### src/rtl/stk_pkg.sv
package stk_pkg;
  parameter int ADDR_W = 16;
  parameter int DATA_W = 8;
  parameter int STEP_W = 3;

  typedef enum logic [2:0] {
    K_NONE = 3'd0, K_CALL = 3'd1, K_RET = 3'd2, K_IRQ = 3'd3,
    K_RTI  = 3'd4, K_PUSH = 3'd5, K_PULL = 3'd6, K_RSVD = 3'd7
  } kind_e;

  typedef enum logic [2:0] {
    SL_PCL = 3'd0, SL_PCH = 3'd1, SL_X = 3'd2, SL_A = 3'd3, SL_CCR = 3'd4
  } slot_e;

  function automatic logic [STEP_W-1:0] frame_len(input kind_e k);
    case (k)
      K_CALL, K_RET: frame_len = STEP_W'(2);
      K_IRQ, K_RTI:  frame_len = STEP_W'(5);
      K_PUSH, K_PULL: frame_len = STEP_W'(1);
      default:       frame_len = '0;
    endcase
  endfunction

  function automatic logic is_pull(input kind_e k);
    is_pull = (k == K_RET) || (k == K_RTI) || (k == K_PULL);
  endfunction

  function automatic slot_e slot_of(input kind_e k, input logic [STEP_W-1:0] step);
    slot_of = SL_A;
    case (k)
      K_CALL: slot_of = (step == 0) ? SL_PCL : SL_PCH;
      K_RET:  slot_of = (step == 0) ? SL_PCH : SL_PCL;
      K_IRQ: begin
        case (step)
          3'd0: slot_of = SL_PCL;
          3'd1: slot_of = SL_PCH;
          3'd2: slot_of = SL_X;
          3'd3: slot_of = SL_A;
          default: slot_of = SL_CCR;
        endcase
      end
      K_RTI: begin
        case (step)
          3'd0: slot_of = SL_CCR;
          3'd1: slot_of = SL_A;
          3'd2: slot_of = SL_X;
          3'd3: slot_of = SL_PCH;
          default: slot_of = SL_PCL;
        endcase
      end
      default: slot_of = SL_A;
    endcase
  endfunction

  function automatic logic [ADDR_W-1:0] access_addr(input logic [ADDR_W-1:0] sp,
                                                    input logic pull);
    access_addr = pull ? sp + ADDR_W'(1) : sp;
  endfunction

  function automatic logic [ADDR_W-1:0] sp_after(input logic [ADDR_W-1:0] sp,
                                                 input logic pull);
    sp_after = pull ? sp + ADDR_W'(1) : sp - ADDR_W'(1);
  endfunction

  function automatic logic in_window(input logic [ADDR_W-1:0] a,
                                     input logic [ADDR_W-1:0] lo,
                                     input logic [ADDR_W-1:0] hi);
    in_window = (a >= lo) && (a <= hi);
  endfunction
endpackage

### src/rtl/stk_ptr.sv
module stk_ptr
  import stk_pkg::*;
#(
  parameter logic [ADDR_W-1:0] SP_RESET = 16'h00FF,
  parameter logic [ADDR_W-1:0] WIN_LO   = 16'h0060,
  parameter logic [ADDR_W-1:0] WIN_HI   = 16'h045F
) (
  input  logic              clk,
  input  logic              rst_n,
  input  logic              load_en,
  input  logic [ADDR_W-1:0] load_val,
  input  logic              step_en,
  input  logic              step_pull,
  input  logic [ADDR_W-1:0] acc_addr,
  output logic [ADDR_W-1:0] sp,
  output logic              range_err
);
  logic bad_access;
  assign bad_access = step_en && !in_window(acc_addr, WIN_LO, WIN_HI);

  always_ff @(posedge clk or negedge rst_n) begin
    if (!rst_n) begin
      sp        <= SP_RESET;
      range_err <= 1'b0;
    end else begin
      if (load_en) begin
        sp        <= load_val;
        range_err <= 1'b0;
      end else begin
        if (step_en)    sp <= sp_after(sp, step_pull);
        if (bad_access) range_err <= 1'b1;
      end
    end
  end

  p_range_flag_r9: assert property (@(posedge clk) disable iff (!rst_n)
    (bad_access && !load_en) |=> range_err);
  p_range_sticky_r9: assert property (@(posedge clk) disable iff (!rst_n)
    (range_err && !load_en) |=> range_err);
  p_sp_reload_r10: assert property (@(posedge clk) disable iff (!rst_n)
    load_en |=> (sp == $past(load_val)) && !range_err);
  p_sp_hold_r2: assert property (@(posedge clk) disable iff (!rst_n)
    (!step_en && !load_en) |=> $stable(sp));
endmodule

### src/rtl/stk_seq_ctrl.sv
module stk_seq_ctrl
  import stk_pkg::*;
(
  input  logic              clk,
  input  logic              rst_n,
  input  logic              req_valid,
  input  logic [2:0]        req_kind,
  input  logic              sp_load,
  output logic              accept,
  output logic              busy,
  output logic              done,
  output kind_e             kind_q,
  output logic [STEP_W-1:0] step_q,
  output logic              xfer_pull,
  output logic              last_step
);
  kind_e req_k;
  assign req_k     = kind_e'(req_kind);
  assign accept    = req_valid && !busy && !sp_load && (frame_len(req_k) != '0);
  assign xfer_pull = is_pull(kind_q);
  assign last_step = busy && (step_q == frame_len(kind_q) - STEP_W'(1));

  always_ff @(posedge clk or negedge rst_n) begin
    if (!rst_n) begin
      busy   <= 1'b0;
      done   <= 1'b0;
      kind_q <= K_NONE;
      step_q <= '0;
    end else begin
      done <= 1'b0;
      if (accept) begin
        busy   <= 1'b1;
        kind_q <= req_k;
        step_q <= '0;
      end else if (busy) begin
        if (last_step) begin
          busy <= 1'b0;
          done <= 1'b1;
        end else begin
          step_q <= step_q + STEP_W'(1);
        end
      end
    end
  end

  p_done_one_cycle_r8: assert property (@(posedge clk) disable iff (!rst_n)
    done |=> !done);
  p_done_after_last_r8: assert property (@(posedge clk) disable iff (!rst_n)
    last_step |=> done && !busy);
  p_ignore_busy_r2: assert property (@(posedge clk) disable iff (!rst_n)
    busy |=> $stable(kind_q));
endmodule

### src/rtl/stk_restore.sv
module stk_restore
  import stk_pkg::*;
(
  input  logic              clk,
  input  logic              rst_n,
  input  logic              wr_en,
  input  slot_e             slot,
  input  logic [DATA_W-1:0] rdata,
  output logic [ADDR_W-1:0] pc_out,
  output logic [DATA_W-1:0] acc_out,
  output logic [DATA_W-1:0] xl_out,
  output logic [DATA_W-1:0] ccr_out
);
  localparam int PCH_LO = ADDR_W - DATA_W;

  always_ff @(posedge clk or negedge rst_n) begin
    if (!rst_n) begin
      pc_out  <= '0;
      acc_out <= '0;
      xl_out  <= '0;
      ccr_out <= '0;
    end else if (wr_en) begin
      case (slot)
        SL_PCL: pc_out[DATA_W-1:0]      <= rdata;
        SL_PCH: pc_out[ADDR_W-1:PCH_LO] <= rdata;
        SL_X:   xl_out                  <= rdata;
        SL_A:   acc_out                 <= rdata;
        default: ccr_out                <= rdata;
      endcase
    end
  end

  p_restore_only_pull_r7: assert property (@(posedge clk) disable iff (!rst_n)
    !wr_en |=> $stable(pc_out) && $stable(acc_out) && $stable(xl_out) && $stable(ccr_out));
endmodule

### src/rtl/stk_frame_seq.sv
module stk_frame_seq
  import stk_pkg::*;
#(
  parameter logic [ADDR_W-1:0] SP_RESET = 16'h00FF,
  parameter logic [ADDR_W-1:0] WIN_LO   = 16'h0060,
  parameter logic [ADDR_W-1:0] WIN_HI   = 16'h045F
) (
  input  logic              clk,
  input  logic              rst_n,
  input  logic              req_valid,
  input  logic [2:0]        req_kind,
  input  logic [ADDR_W-1:0] pc_in,
  input  logic [DATA_W-1:0] acc_in,
  input  logic [DATA_W-1:0] xl_in,
  input  logic [DATA_W-1:0] ccr_in,
  input  logic              sp_load,
  input  logic [ADDR_W-1:0] sp_load_val,
  input  logic [DATA_W-1:0] mem_rdata,
  output logic [ADDR_W-1:0] mem_addr,
  output logic [DATA_W-1:0] mem_wdata,
  output logic              mem_we,
  output logic              mem_re,
  output logic [ADDR_W-1:0] pc_out,
  output logic [DATA_W-1:0] acc_out,
  output logic [DATA_W-1:0] xl_out,
  output logic [DATA_W-1:0] ccr_out,
  output logic [ADDR_W-1:0] sp_out,
  output logic              busy,
  output logic              done,
  output logic              range_err
);
  localparam int PCH_LO = ADDR_W - DATA_W;

  logic              accept, xfer_pull, last_step, load_en;
  kind_e             kind_q;
  logic [STEP_W-1:0] step_q;
  slot_e             cur_slot;
  logic [ADDR_W-1:0] pc_q;
  logic [DATA_W-1:0] a_q, x_q, c_q;

  stk_seq_ctrl u_ctrl (
    .clk(clk), .rst_n(rst_n), .req_valid(req_valid), .req_kind(req_kind),
    .sp_load(sp_load), .accept(accept), .busy(busy), .done(done),
    .kind_q(kind_q), .step_q(step_q), .xfer_pull(xfer_pull), .last_step(last_step)
  );

  assign load_en  = sp_load && !busy;
  assign cur_slot = slot_of(kind_q, step_q);
  assign mem_addr = access_addr(sp_out, xfer_pull);
  assign mem_we   = busy && !xfer_pull;
  assign mem_re   = busy && xfer_pull;

  stk_ptr #(.SP_RESET(SP_RESET), .WIN_LO(WIN_LO), .WIN_HI(WIN_HI)) u_ptr (
    .clk(clk), .rst_n(rst_n), .load_en(load_en), .load_val(sp_load_val),
    .step_en(busy), .step_pull(xfer_pull), .acc_addr(mem_addr),
    .sp(sp_out), .range_err(range_err)
  );

  always_ff @(posedge clk or negedge rst_n) begin
    if (!rst_n) begin
      pc_q <= '0;
      a_q  <= '0;
      x_q  <= '0;
      c_q  <= '0;
    end else if (accept) begin
      pc_q <= pc_in;
      a_q  <= acc_in;
      x_q  <= xl_in;
      c_q  <= ccr_in;
    end
  end

  always_comb begin
    case (cur_slot)
      SL_PCL:  mem_wdata = pc_q[DATA_W-1:0];
      SL_PCH:  mem_wdata = pc_q[ADDR_W-1:PCH_LO];
      SL_X:    mem_wdata = x_q;
      SL_A:    mem_wdata = a_q;
      default: mem_wdata = c_q;
    endcase
  end

  stk_restore u_rest (
    .clk(clk), .rst_n(rst_n), .wr_en(mem_re), .slot(cur_slot), .rdata(mem_rdata),
    .pc_out(pc_out), .acc_out(acc_out), .xl_out(xl_out), .ccr_out(ccr_out)
  );

  always_comb begin
    p_strobe_excl_r3: assert ($onehot0({mem_we, mem_re}));
  end
  p_push_dec_r3: assert property (@(posedge clk) disable iff (!rst_n)
    mem_we |=> sp_out == $past(mem_addr) - ADDR_W'(1));
  p_pull_inc_r4: assert property (@(posedge clk) disable iff (!rst_n)
    mem_re |=> sp_out == $past(mem_addr));
  p_start_r2: assert property (@(posedge clk) disable iff (!rst_n)
    accept |=> busy);
endmodule

### config.mk
export PLATFORM = sky130hd
export DESIGN_NAME = stk_frame_seq
export DESIGN_NICKNAME = d
export VERILOG_FILES = /design/src/rtl/stk_pkg.sv /design/src/rtl/stk_ptr.sv /design/src/rtl/stk_seq_ctrl.sv /design/src/rtl/stk_restore.sv /design/src/rtl/stk_frame_seq.sv
export SDC_FILE = /design/constraint.sdc
export NUM_CORES = 1
export LEC_CHECK = 0
export BUFFER_PORTS_ARGS = -buffer_cell sky130_fd_sc_hd__buf_2
export CORE_MARGIN = 2
export CORE_UTILIZATION = 51
export DETAILED_ROUTE_END_ITERATION = 10
export PLACE_DENSITY = 0.78
export SYNTH_ARGS = -nofsm -noshare
export SYNTH_HDL_FRONTEND = slang
export SYNTH_HIERARCHICAL = 1
export SYNTH_SLANG_ARGS = --single-unit
### constraint.sdc
create_clock -name clk -period 7.6 [get_ports clk]
set_input_delay 1.9 -clock clk [delete_from_list [all_inputs] [get_ports clk]]
set_output_delay 1.9 -clock clk [all_outputs]
set_load 0.005 [all_outputs]
==> results.md, run 1 <==
Placement:
- The count of buffers added on input and output ports is 155.
- The cell count after placement is 802.
- The total cell area at the placement stage is 6770 sq um.
- Detailed placement finished with a half-perimeter wire length of 10400 um.
- OpenSTA, run right after detailed placement, puts the worst setup slack at 3.06 ns.
- Routability-driven placement finished with a final weighted congestion of 0.885.

Timing:
- The tightest slew margin relative to the limit is 13.9%.
- The final clock period utilization by the worst path is 66.2%.
- The hold violation count in the final report is 0.
- The routed design could run at a clock period as short as 5.03 ns.
- The slack of the critical path is 2.57 ns.
- The max-slew violation count came to 0.
- The final worst clock skew is 0.00441 ns.
- The number of failing setup endpoints in the final timing report is 0.
- For this run, the top clock speed supported by timing is 199 MHz.
- Setup repair after global routing left no endpoint under its margin.
- At the pin with the least slew margin, the transition time is 1.28 ns.
- The final total negative setup slack is 0 ns.

Power and ir drop:
- The net switching power is 1600 uW.
- In this run switching power makes up 41.9% of total power.
- VDD sags by at most 0.000269 V.
- The relative contribution of sequential cells to total power is 30.4%.
- Dividing total power by cell area gives a power density of 539 nW/um^2.
- The internal portion of the total power is 2220 uW.
- The cell leakage power is 0.00322 uW.
- The clock network fraction of total power is 12.8%.
- Combinational logic is responsible for 56.8% of the overall power.

Layout:
- The number of diodes is 0.
- For this run, the post-layout net count is 759.
- The layout cell share with drive strength beyond 1 is 42.1%.
- The growth of design area from synthesis to finish is 19.5%.
- The share of the core filled with cells in the final layout is 62.2%.
- Once layout is done, the placed cells without fillers occupy 7080 sq um.
- The finished layout holds 817 standard cells, fillers aside.
- The number of filler instances in the final layout is 920.

Floorplan:
- The die is 112 um tall.
- The floorplan step set the die width to 112 um.
- The number of placement rows is 39.
- The number of top-level design ports is 156.
- The total area inside the core boundary comes to 11400 sq um.
- The initial core utilization is 52.1%.
- The area of the die is 12500 sq um.

Clock tree:
- The number of buffers inserted to repair setup after CTS is 0.
- In this run, post-CTS repair resized a total of 0 instances.
- The clock buffer count from CTS is 9.
- TritonCTS built the clock tree.
- After clock tree synthesis, the clock-pin slew on the worst setup and hold paths is 0.07 ns.
- The number of clock sinks is 105.
- The clock latency on the worst-skew pair is 0.35 ns.
- The H-tree was split into 3 levels.
- Clock tree synthesis selected as its root buffer the cell clkbuf_16.
- After clock tree synthesis, the flow added hold-fix buffers numbering 0.
- The number of buffers on the longest clock path is 2.

Detailed routing:
- The total detailed-routing wirelength is 14500 um.
- The average detailed-routed wire length per instance is 17.8 um.
- The detail route stage leaves a number of antenna-violating nets equal to 0.
- After detailed routing, the number of remaining DRC violations is 0.
- The post-detailed-route via-to-cell ratio is 5.79.
- The number of design-rule violations left by the first detailed-router iteration is 274.
- For this block, the via count after detailed routing is 4730.
- The number of iterations in the first detailed-routing pass is 6.

Critical path:
- The category of the most critical setup path is reg -> out.
- The critical path launch point type is a register.
- Data arrives at the worst endpoint at 3.13 ns.
- The worst endpoint required time is 5.70 ns.
- The worst setup path is captured at a primary output.
- The top fanout value on the critical path is 20.

Logic synthesis:
- Dividing the synthesized area by the synthesized cell count gives 11.3 sq um.
- The mapped netlist covers 5920 sq um.
- The number of nets handed over by synthesis was 613.
- The number of instances in the synthesized netlist is 524.
- The number of warnings printed during yosys synthesis is 6.

Global route:
- Global routing used 23.9% of the available tracks across all layers.
- Entering global routing, the biggest net connects 59 pins.
- The first global-routing pass estimated 24100 um of wire.
- The final global-route overflow total is 0.
- The number of antenna violations at the first check in global routing is 0.
- The via count of the first global-routing pass is 4879.

Outcome:
- The flow ran to the end, and the final reports show no timing, DRC or antenna violations.

Hold path:
- The tightest min-delay check is of the reg -> reg type.

Run:
- The number of maximum-capacitance violations is 0.
-- power by group through the flow --
stage / registers [uW] / logic, uW / clock network (uW)
2_1_floorplan: 1060 / 1620 / 0
3_3_place_gp: 1130 / 2060 / 0
3_5_place_dp: 1160 / 2140 / 0
4_1_cts: 1160 / 2160 / 500
5_1_grt: 1200 / 2380 / 525
6_report: 1160 / 2160 / 489
-- worst max-delay path, cell delays in order (launching register included) --
cell	delay, ns
dfrtp_1	0.70
nor2_1	0.10
nor2_1	0.69
and4_1	0.40
and3_1	0.31
nand4_1	0.15
xnor2_1	0.25
buf_2	0.17
-- per-stage QoR --
step | hold slack, ns | total power (uW)
finish | 0.499 | 3810
global placement | 0.484 | 3190
floorplan | 0.473 | 2680
detailed placement | 0.488 | 3300
global route | 0.521 | 4110
CTS | 0.503 | 3820
-- worst paths after layout --
kind,start,to,slack (ns),cells after the start
min in group asynchronous,rst_n,c_q[7],1.56,1
max,u_ctrl/kind_q[1],mem_addr[14],2.57,7
min reg2reg,a_q[4],a_q[4],0.50,1
max in group asynchronous,rst_n,u_ptr/sp[11],4.89,2
min,a_q[4],a_q[4],0.50,1
max reg2reg,u_ctrl/kind_q[1],u_ptr/sp[14],3.68,10
-- metal layers --
metal	GRT usage, %	wire (um)	vias up	share of wire, %
met3	4.95	806	25	5.5
met4	8.81	287	0	2.0
met2	40.0	7250	180	50
met5	0	0	-	0
li1	-	-	2205	-
met1	30.8	6180	2320	43
-- placed cells by master (no fill, tap or decap), types with 9 or more instances in the layout --
cell / instances
inv_1: 18
nor2b_1: 10
dfrtp_1: 97
a21oi_1: 14
nor2_1: 18
clkbuf_16: 9
ha_1: 17
o21ai_0: 34
a22oi_1: 9
mux2_2: 79
xor2_1: 12
xnor2_1: 23
buf_2: 154
nand2_1: 35
-- final cells by class --
class	count	area, sq um	share of cell area (%)
Timing Repair Buffer	160	816	11.5
Clock buffer	11	233	3.29
Multi-Input combinational cell	375	3060	43.3
Sequential cell	105	2640	37.3
Inverter	19	71.3	1.01
Clock inverter	4	76.3	1.08
Tap cell	143	179	2.53
-- registers in the layout (all words and copies together), names as in the netlist --
| register | cells |
|---|---|
| a_q | 8 |
| c_q | 8 |
| pc_q | 16 |
| u_ctrl/busy | 1 |
| u_ctrl/done | 1 |
| u_ctrl/kind_q | 3 |
| u_ctrl/step_q | 3 |
| u_ptr/range_err | 1 |
| u_ptr/sp | 16 |
| u_rest/acc_out | 8 |
| u_rest/ccr_out | 8 |
| u_rest/pc_out | 16 |
| u_rest/xl_out | 8 |
| x_q | 8 |
(Power assumes the default switching activity.)
==> run 2, diff against run 1 <==
- clock period: 7.6 -> 5.28 ns (I/O delays scaled with it)
==> run 2 against run 1 <==
  * Die area did not move
  * Largest power group unchanged
  * Critical path type unchanged
  * Cell area barely moved
  * Highest routed layer unchanged
  * Flip-flop and latch count did not move
==> results.md, run 2 (same netlist as run 1, synthesis figures left out) <==
Layout:
- In the layout the commonest cells are buf_2 (154), dfrtp_1 (97), mux2_2 (79).
- The growth of design area from synthesis to finish came to 19.5% (about the same).
- The most common cell after layout, fill and taps aside is buf_2.
- The number of nets in the layout is 761 (+0.26%).
- The share of the core filled with cells in the final layout is 62.3% (about the same).
- The largest registers in the layout are pc_q x16, u_ptr/sp x16, u_rest/pc_out x16.
- The final cell count without fillers is 820 (+0.37%).
- The number of diodes came to 0 (unchanged).
- The layout cell share with drive strength beyond 1 was 42.4% (+0.26 points).

Timing:
- The final worst clock skew is 0.00275 ns (-0.00166 ns).
- The tightest slew margin relative to the limit is 19.6% (+5.7 points).
- The number of failing setup endpoints in the final timing report was 0 (unchanged).
- The final total negative setup slack is 0 ns (unchanged).
- The transition time of the tightest slew-check pin is 1.19 ns (-0.0849 ns).
- The fmax is 240 MHz.
- The final clock period utilization by the worst path is 78.8%.
- The slack of the critical path was 1.12 ns (-1.45 ns).
- Setup repair after global routing left no endpoint under its margin.
- The max-slew violation count is 0 (unchanged).
- The shortest clock period the worst path allows after layout is 4.16 ns.
- The hold violation count in the final report is 0 (unchanged).

Global route:
- The via count of the first global-routing pass was 4667 (-4.3%).
- The largest net degree at the start of global routing is 70 (+19%).
- The global-route usage over all layers is 23.6% (-0.30 points).
- The final global-route overflow total is 0 (unchanged).
- The number of antenna violations at the first check in global routing is 0 (unchanged).
- The global-route wire length before repair is 23800 um (-1.1%).

Critical path:
- The setup slack of the worst register-to-register path is 2.12 ns (-1.56 ns).
- The worst register-to-register path ends at u_ptr/sp[14].
- The worst endpoint required time is 3.96 ns (-1.74 ns).
- The endpoint class of the critical path is a primary output.
- The top fanout value on the critical path is 20 (unchanged).
- The worst reg2reg path depth is 10 (unchanged).
- STA classifies the critical path startpoint as a register.
- The arrival time at the worst endpoint is 2.84 ns (-0.29 ns).
- By startpoint and endpoint, the worst setup path is classified as reg -> out.
- The worst register-to-register path begins at u_ctrl/kind_q[0].

Detailed routing:
- The post-route DRC violation count is 0 (unchanged).
- The via count of the routed design came to 4662 (-1.4%).
- The post-detailed-route via-to-cell ratio is 5.69 (-1.8%).
- The number of iterations in the first detailed-routing pass is 4 (-2).
- The number of design-rule violations left by the first detailed-router iteration is 248 (-9.5%).
- The wire length on met2 came to 7110 um (-1.9%).
- The average detailed-routed wire length per instance is 17.4 um (-1.9%).
- The wire length the detailed router placed on met1 is 6230 um (+0.84%).
- The met3 wire length is 710 um (-12%).
- The count of antenna-violating nets left after detailed routing is 0 (unchanged).
- The total detailed-routing wirelength is 14300 um (-1.6%).
- The highest metal layer used by the detailed router is met4.

Outcome:
- The flow ran to the end, and the final reports show no timing, DRC or antenna violations.

Power and ir drop:
- The switching power as a share of total power is 41.8% (-0.077 points).
- The total power is 5420 uW (+42%).
- The relative contribution of sequential cells to total power is 30.5% (about the same).
- The cell leakage power is 0.00323 uW (+0.18%).
- The design internal power is 3160 uW (+42%).
- The clock network fraction of total power came to 12.5% (-0.3 points).
- The maximum ir drop on the vdd rail is 0.000392 V (+46%).
- The power density relative to cell area came to 766 nW/um^2 (+42%).
- The net switching power is 2270 uW (+42%).
- The combinational group share of total power is 57.0% (+0.2 points).

Clock tree:
- The number of buffers inserted to repair setup after CTS is 0 (unchanged).
- The clock latency on the worst-skew pair was 0.35 ns (about the same).
- The hold-fix buffer count after cts is 0 (unchanged).
- The quantity of gates resized following cts is 0 (unchanged).
- The clock-pin slew of the registers on the worst-case setup and hold paths is 0.07 ns (about the same).
- The number of levels in the clock H-tree was 3 (unchanged).
- The clock buffer count from CTS is 9 (unchanged).
- The number of clock sinks was 105 (unchanged).
- The CTS tree is yes.
- The tree is rooted in a clkbuf_16.
- The number of buffers on the longest clock path came to 2 (unchanged).

Hold path:
- The hold-critical path depth is 1 (unchanged).
- In this run the worst hold path is classified as reg -> reg.
- The worst min-delay path endpoint is a_q[6].
- In this run the most critical hold path is launched from a_q[6].

Placement:
- The cell count after placement is 804 (+0.25%).
- The half-perimeter wire length of the detailed placement result is 10500 um (+0.96%).
- The final RePlAce weighted congestion came to 0.809 (-8.6%).
- The count of buffers from port buffering is 155 (unchanged).
- The pre-CTS worst setup slack is 1.54 ns (-1.53 ns).

Floorplan:
- The number of top-level design ports is 156 (unchanged).
- The number of placement rows is 39 (unchanged).
- The area of the die came to 12500 sq um (unchanged).
- The initial core utilization is 52.1% (unchanged).
- The area of the core is 11400 sq um (unchanged).
- The horizontal die dimension is 112 um (unchanged).
- The overall die height is 112 um (unchanged).

Run:
- The number of maximum-capacitance violations came to 0 (unchanged).
run 2: cell types whose count changed in the layout (fill, tap and decap cells not counted), sizes merged:
cell	before	now
buf	160	162
bufinv	2	1
clkinv	0	1
inv	20	21
run 2: metal layers:
layer	GRT usage, %	up-vias
met1	31.2	2278
met2	39.6	141
li1	-	2222
met3	3.76	21
met4	8.40	0
met5	0	-
run 2: power by group through the flow:
| stage | logic [uW] | clock network (uW) | registers [uW] |
|---|---|---|---|
| CTS | 3110 | 692 | 1650 |
| global route | 3410 | 722 | 1720 |
| finish | 3090 | 676 | 1660 |
| floorplan | 2330 | 0 | 1530 |
| detailed placement | 3090 | 0 | 1660 |
| global placement | 2990 | 0 | 1640 |
run 2: stage by stage:
stage / area [sq um] / hold WS, ns
3_3_place_gp: 6780 / 0.482
4_1_cts: 7080 / 0.504
5_1_grt: 7080 / 0.510
6_report: 7080 / 0.500
3_5_place_dp: 6780 / 0.488
2_1_floorplan: 5920 / 0.473
run 2: worst max-delay path, stage by stage, from the launching register on:
cell,delay (ns)
dfrtp_1,0.69
nor3b_1,0.90
and2b_1,0.27
a221oi_1,0.28
o221ai_1,0.17
buf_2,0.18
run 2: worst max path at each step:
stage	from	end	slack, ns	depth (start not counted)
2_1_floorplan	u_ctrl/kind_q[0]	mem_addr[12]	1.95	8
3_3_place_gp	u_ctrl/kind_q[1]	mem_wdata[2]	1.63	5
3_5_place_dp	u_ctrl/kind_q[1]	mem_wdata[2]	1.54	5
4_1_cts	u_ctrl/kind_q[1]	mem_wdata[2]	1.15	5
5_1_grt	u_ctrl/kind_q[1]	mem_wdata[5]	0.89	5
6_report	u_ctrl/kind_q[1]	mem_wdata[2]	1.12	5
run 2: layout make-up:
| type | instances | area [sq um] |
|---|---|---|
| Tap cell | 143 | 179 |
| Inverter | 19 | 71.3 |
| Clock inverter | 5 | 62.6 |
| Sequential cell | 105 | 2640 |
| Timing Repair Buffer | 162 | 831 |
| Multi-Input combinational cell | 375 | 3060 |
| Fill cell | 922 | 4290 |
| Clock buffer | 11 | 233 |
